===== src/rtl/db_pkg.sv =====
package db_pkg;

  typedef enum logic [1:0] {
    OUTM_PASS   = 2'b00,
    OUTM_B_FALL = 2'b01,
    OUTM_A_RISE = 2'b10,
    OUTM_BOTH   = 2'b11
  } out_mode_e;

  // Pick A or B for one delay path.
  function automatic logic pick_src(input logic use_b, input logic a, input logic b);
    return use_b ? b : a;
  endfunction

  // Rising path: high only after the hold time elapsed.
  function automatic logic hold_rise(input logic din, input logic settled);
    return din & settled;
  endfunction

  // Falling path: low only after the hold time elapsed.
  function automatic logic hold_fall(input logic din, input logic settled);
    return din | ~settled;
  endfunction

  function automatic logic apply_pol(input logic sig, input logic inv);
    return sig ^ inv;
  endfunction

endpackage


===== src/rtl/db_src_mux.sv =====
module db_src_mux
  import db_pkg::*;
(
  input  logic       a_in,
  input  logic       b_in,
  input  logic [1:0] in_sel,
  output logic       red_src,
  output logic       fed_src
);

  logic [1:0] path_src;

  for (genvar p = 0; p < 2; p++) begin : g_path
    assign path_src[p] = pick_src(in_sel[p], a_in, b_in);
  end

  assign red_src = path_src[0];
  assign fed_src = path_src[1];

endmodule


===== src/rtl/db_edge_delay.sv =====
module db_edge_delay
  import db_pkg::*;
#(
  parameter int unsigned CNT_W = 10,
  parameter bit          RISE  = 1'b1
) (
  input  logic             clk,
  input  logic             rst_n,
  input  logic             din,
  input  logic [CNT_W-1:0] dly,
  output logic             dout,
  output logic             settled
);

  localparam logic [CNT_W-1:0] CNT_MAX = {CNT_W{1'b1}};
  localparam logic [CNT_W-1:0] CNT_RST = RISE ? {CNT_W{1'b0}} : CNT_MAX;

  logic [CNT_W-1:0] run_cnt;
  logic             active;

  function automatic logic [CNT_W-1:0] sat_inc(input logic [CNT_W-1:0] v);
    return (v == CNT_MAX) ? v : v + 1'b1;
  endfunction

  // Length of the current run at the level that arms the delay.
  assign active = RISE ? din : ~din;

  always_ff @(posedge clk) begin
    if (!rst_n)      run_cnt <= CNT_RST;
    else if (active) run_cnt <= sat_inc(run_cnt);
    else             run_cnt <= '0;
  end

  assign settled = (run_cnt >= dly);

  if (RISE) begin : g_rise
    assign dout = hold_rise(din, settled);
  end else begin : g_fall
    assign dout = hold_fall(din, settled);
  end

endmodule


===== src/rtl/db_out_stage.sv =====
module db_out_stage
  import db_pkg::*;
(
  input  logic       a_in,
  input  logic       b_in,
  input  logic       red_dly,
  input  logic       fed_dly,
  input  logic [1:0] out_sel,
  input  logic [1:0] pol_sel,
  output logic       red_pol,
  output logic       fed_pol,
  output logic       a_out,
  output logic       b_out
);

  out_mode_e mode;

  assign mode    = out_mode_e'(out_sel);
  assign red_pol = apply_pol(red_dly, pol_sel[0]);
  assign fed_pol = apply_pol(fed_dly, pol_sel[1]);

  always_comb begin
    unique case (mode)
      OUTM_PASS:   begin a_out = a_in;    b_out = b_in;    end
      OUTM_B_FALL: begin a_out = a_in;    b_out = fed_pol; end
      OUTM_A_RISE: begin a_out = red_pol; b_out = b_in;    end
      default:     begin a_out = red_pol; b_out = fed_pol; end
    endcase
  end

endmodule


===== src/rtl/pwm_deadband.sv =====
module pwm_deadband
  import db_pkg::*;
#(
  parameter int unsigned DLY_W = 10
) (
  input  logic             clk,
  input  logic             rst_n,
  input  logic             pwm_a_in,
  input  logic             pwm_b_in,
  input  logic [DLY_W-1:0] rise_dly,
  input  logic [DLY_W-1:0] fall_dly,
  input  logic [1:0]       in_sel,
  input  logic [1:0]       out_sel,
  input  logic [1:0]       pol_sel,
  output logic             pwm_a_out,
  output logic             pwm_b_out
);

  logic red_src, fed_src;
  logic red_dly, fed_dly;
  logic red_settled, fed_settled;
  logic red_pol, fed_pol;

  db_src_mux u_src (
    .a_in   (pwm_a_in),
    .b_in   (pwm_b_in),
    .in_sel (in_sel),
    .red_src(red_src),
    .fed_src(fed_src)
  );

  db_edge_delay #(.CNT_W(DLY_W), .RISE(1'b1)) u_red (
    .clk    (clk),
    .rst_n  (rst_n),
    .din    (red_src),
    .dly    (rise_dly),
    .dout   (red_dly),
    .settled(red_settled)
  );

  db_edge_delay #(.CNT_W(DLY_W), .RISE(1'b0)) u_fed (
    .clk    (clk),
    .rst_n  (rst_n),
    .din    (fed_src),
    .dly    (fall_dly),
    .dout   (fed_dly),
    .settled(fed_settled)
  );

  db_out_stage u_out (
    .a_in   (pwm_a_in),
    .b_in   (pwm_b_in),
    .red_dly(red_dly),
    .fed_dly(fed_dly),
    .out_sel(out_sel),
    .pol_sel(pol_sel),
    .red_pol(red_pol),
    .fed_pol(fed_pol),
    .a_out  (pwm_a_out),
    .b_out  (pwm_b_out)
  );

endmodule


===== config.mk =====
export PLATFORM = sky130hd
export DESIGN_NAME = pwm_deadband
export DESIGN_NICKNAME = d
export VERILOG_FILES = /design/src/rtl/db_pkg.sv /design/src/rtl/db_src_mux.sv /design/src/rtl/db_edge_delay.sv /design/src/rtl/db_out_stage.sv /design/src/rtl/pwm_deadband.sv
export SDC_FILE = /design/constraint.sdc
export NUM_CORES = 1
export LEC_CHECK = 0
export CAP_MARGIN = 15
export CORE_ASPECT_RATIO = 2
export CORE_MARGIN = 3
export CORE_UTILIZATION = 46
export CTS_CLUSTER_DIAMETER = 100
export DETAILED_ROUTE_END_ITERATION = 8
export MAX_ROUTING_LAYER = met4
export PLACE_DENSITY = 0.75
export RECOVER_POWER = 50
export SLEW_MARGIN = 30
export SYNTH_ARGS = -nofsm -noshare
export SYNTH_HDL_FRONTEND = slang
export SYNTH_SLANG_ARGS = --single-unit

===== constraint.sdc =====
create_clock -name clk -period 2.1 [get_ports clk]
set_input_delay 0.42 -clock clk [delete_from_list [all_inputs] [get_ports clk]]
set_output_delay 0.42 -clock clk [all_outputs]
set_load 0.05 [all_outputs]

# == Word-level counts from Yosys, hierarchy flattened ==
# Index checks and enable logic that the tools add are counted.
# Widths: inputs -> output; s select.
# totals
input_bits,30
ramBits,0
out_inout_bits,2
rom_bits,0
word_cells,26
register_bits,20
mem_count,0
latchBits,0
# op_classes
mux,6
n_reduce_logical,4
bitwise,5
n_div,0
multipliers,0
n_addsub,2
n_shift,0
n_eq_ne,5
order_cmp,2
# op_table
operator,count
$add 10x1->10 const B,2
$eq 10x10->1 const B,2
$ge 10x10->1,2
$mux 10,2
$mux 1,4
$reduce_or 2->1,2
$eq 2x1->1 const B,1
$eq 2x2->1 const B,1
$logic_not 2->1,1
$ne 2x1->1 const B,1
$reduce_and 2->1,1
$xor 1x1->1,2
$and 1x1->1,1
$not 1->1,1
$or 1x1->1,1

# == Depth between registers and ports, before layout ==
# logic_depth
depth_word,5
ltp_mapped,8
depth_no_buf,8

# == Modules after synthesis ==
# Synthesis repeated with hierarchy kept, for this count alone.
# unflattened
cells_unflattened,176
area_unflattened_um2,1503.9
# modules_own_cells
mod,seq_area_each_um2,n_inst,cells_per_inst,area_per_inst_um2
db_edge_delay (u_red),200.2,1,86,715.7
db_edge_delay (u_fed),200.2,1,84,714.4
db_out_stage,0.0,1,4,47.5
db_src_mux,0.0,1,2,26.3

# == Worst setup path before layout ==
# OpenSTA, ideal clock, no wires.
# synth_timing
path_kind,input -> output
startpoint,input rise_dly[3]
endpoint,output pwm_a_out
path_slack_ps,-236
arrival_time_ps,1916
t_required_ps,1680
path_buffers,0
stages,8
cell_sequence,inv_1 -> ha_1 -> a21o_1 -> a21o_1 -> a221oi_2 -> o21bai_1 -> mux2_1 -> o211ai_2
# synth_between
elab_chain_len,4
# synth_lines
element,line,rtl
start: declaration,pwm_deadband.sv:10,"input logic [DLY_W-1:0] rise_dly,"
$ge 10x10->1,db_edge_delay.sv:34,assign settled = (run_cnt >= dly);
$and 1x1->1,db_pkg.sv:17,return din & settled;
$xor 1x1->1,db_pkg.sv:26,return sig ^ inv;
$mux 1,db_out_stage.sv:23,unique case (mode)
end: declaration,pwm_deadband.sv:15,"output logic pwm_a_out,"
# Every way passes these cells.

# == Final worst setup path ==
# layout_timing
startpoint,input rise_dly[4]
endpoint,output pwm_a_out
# The elaborated chain is that of the path after synthesis.

==> results.toml <==
[outcome]
status = "finished with violations"
violations = "negative setup slack"

[drt]
drc = 0
drt_first_pass_iters = 4
vias = 1554
via_per_inst = 5.511
totalWireLength_um = 4189
ant_nets = 0
drt-initial-drc-count = 28
wl_per_cell_um = 14.85

[logic_synthesis]
ys_ff_latch = 20
ys_seq_area_share_pct = 26.25
synth_top_area_share_pct = 26.25
synth_top_cell_by_area = "dfxtp_1"
netlist_instances = 187
yosysWarnings = 0
synth_nets = 239
synth_cell_types = 39
synthTopCellsByArea = "dfxtp_1 (26%), ha_1 (18%), inv_1 (6.2%), o21ai_0 (4.9%), xnor2_1 (4.6%)"
synth_area_per_cell_um2 = 8.156
synth_area_mm2 = 0.001525

[cells_and_area]
drive_above_1_share_pct = 39.04
fin_cells = 282
fin_nets = 304
syn2layout_area_growth_pct = 63.33
diodes = 0
design_area_mm2 = 0.002491

[power_and_ir_drop]
intPower_mw = 0.9035
ir_drop_mv = 0.4866
power_switching_mw = 0.3716
seqPwrFrac_pct = 33.4
switching_share_pct = 29.14
power.density_mw_per_mm2 = 511.9
power_mw = 1.275
power_frac_clock_pct = 30.2
power_leakage_nw = 1.083
pwr-share-comb_pct = 36.4

[worst_setup_path]
critPathLaunchType = "input port"
crit_fanout = 2
cpMaxStageDelayCell = "mux2_4"
worstPathRequired_ns = 1.68
crit_chain = "dlygate4sd2_1 -> inv_1 -> ha_1 -> a21o_1 -> a221oi_4 -> o21bai_4 -> mux2_4 -> o211ai_4 -> buf_12"
cp_slowest_stage_delay_ns = 0.32
crit_arrival_ns = 2.16
r2r_slack_ns = -0.01
cp-end-kind = "output pin"
path_class = "in -> out"

[timing]
rsz0062_at_grt = "true"
relSlewSlack_pct = 64.31
layout_setup_ws_ns = -0.4818
holdWs_ns = 0.6188
finalCritPeriodShare_pct = 122.9
period_minus_slack_ns = 2.582
fmax_ghz = 0.3873
fin_skew_ns = 0.002509
finalSetupViolations = 3
final_hold_viol_count = 0
drv_slew = 0
tightestPinTransition_ns = 0.5324

[place]
dp_cells = 277
gp_congestion = 0.8192
io_buffers = 31
hpwlAfterDp_um = 3202
place_area_mm2 = 0.002248

[clock_network]
htreeDepth = 1
cts_buffers = 3
cts.sinks = 20
clk_latency_ns = 0.26
cts_buffer_depth = 2
clk_pin_slew_ns = 0.07
cts-root-buf = "clkbuf_8"
cts_tree = "built"

[floorplan]
die_h_um = 87.43
pin_count = 32
initial_utilization_pct = 47.77
dieArea_mm2 = 0.004084
die_width_um = 46.72
rows = 29
core_area_mm2 = 0.003193

[global_routing]
grt_util_all_layers_pct = 23.71
grt_overflow = 0
grt_pass1_wl_um = 6906
grt_max_degree = 13
antenna_found_initial = 0
grt_pass1_vias = 1654

[worst_hold_path]
min_path_type = "reg -> reg"

[job]
maxCapViolCount = 0
-- cells in the final DEF (no fill, tap or decap), types with 2 or more instances in the layout --
master / instances
nand2_1: 10
clkdlybuf4s15_1: 2
dlygate4sd2_1: 10
nand2_4: 2
dfxtp_1: 15
nand3_1: 9
nor2_1: 17
nand4_1: 3
a21oi_1: 6
inv_2: 11
dfxtp_2: 5
nand3b_1: 2
a21o_1: 4
buf_2: 3
ha_4: 15
clkdlybuf4s50_1: 12
buf_12: 2
mux2i_1: 5
a21oi_2: 3
clkbuf_8: 3
o21ai_1: 2
xnor2_1: 8
nor2_2: 2
buf_4: 29
ha_1: 6
nand2b_4: 2
inv_1: 12
xor2_1: 3
nor3_1: 3
o21ai_0: 12
o31ai_1: 2
-- registers in the layout, summed over array words and instances (netlist names) --
| register | count |
|---|---|
| u_red.run_cnt | 10 |
| u_fed.run_cnt | 10 |
-- synth_stat cells (all sizes together) --
cell type and count:
inv 25, ha 22, dfxtp 20, nor2 19
o21ai 16, nand2 12, a21oi 10, nand3 10
xnor2 8, mux2i 5, nor3 5, a21o 4
nand4 4, mux2 3, xor2 3, a211oi 2
nand2b 2, nand3b 2, o31ai 2, a211o 1
a221oi 1, a31oi 1, and3 1, and4 1
clkbuf 1, nand4b 1, nor3b 1, nor4 1
o211ai 1, o21bai 1, o221a 1, o31a 1
-- worst max-delay path, delay by kind of cell --
family	cells	cell delay [ns]
compound gates	4	0.73
fa+ha+maj	1	0.28
buf+inv	3	0.42
mux	1	0.32
-- final timing paths --
| kind | start | endpoint | depth (start not counted) |
|---|---|---|---|
| min reg2reg | u_red.run_cnt[0] | u_red.run_cnt[0] | 3 |
| max | rise_dly[4] | pwm_a_out | 9 |
| min | u_red.run_cnt[0] | u_red.run_cnt[0] | 3 |
| max reg2reg | u_red.run_cnt[1] | u_red.run_cnt[5] | 8 |
-- layer usage --
layer / vias to the layer above / share of wire (%) / GRT usage [%]
met2: 27 / 64 / 46.61
met1: 729 / 32 / 20.84
met3: 10 / 2.2 / 2.277
li1: 788 / - / -
met5: - / 0 / -
met4: 0 / 2.3 / 9.572
-- cell type report --
class	instances	area, µm²
repair buffers	61	519.2
inverters	25	103.9
flip-flops and latches	20	406.6
clock buffers	3	41.29
clock inverters	1	30.03
fillers	222	701.9
well taps	31	38.79
multi-input cells	141	1351
-- through the flow --
stage                     util (%)  setup TNS, ns  worst slack (ns)
after global placement       70.42         -1.515           -0.8521
after global routing         78.02         -1.852           -0.5583
after CTS                    76.53        -0.9216           -0.5007
after floorplan                  -       -0.08401          -0.08401
after detailed placement     70.42         -1.609           -0.9030
final                        78.02        -0.9056           -0.4818
-- power by group through the flow --
stage / clock network [mW] / logic, mW / registers [mW]
after floorplan: 0 / 0.204 / 0.437
after global placement: 0 / 0.376 / 0.429
after detailed placement: 0 / 0.397 / 0.429
after CTS: 0.393 / 0.442 / 0.424
after global routing: 0.406 / 0.509 / 0.427
final: 0.386 / 0.464 / 0.426
-- cells by family after synthesis --
| family | synth area share, % |
|---|---|
| AOI/OAI and AO/OA | 17.06 |
| xor gates and xnor gates | 6.317 |
| adders and majority gates | 18.05 |
| buffers and inverters | 6.398 |
| DFF | 26.25 |
| muxes | 5.496 |
| and+or+nand+nor | 20.43 |
-- repair_timing --
action,in CTS,in global routing
hold buffers,0,0
setup buffers,1,0
pin swaps,29,13
gates cloned,0,0
setup endpoints to repair,2,2
gates resized for setup,52,18
Power figures use the tool's default switching activity.
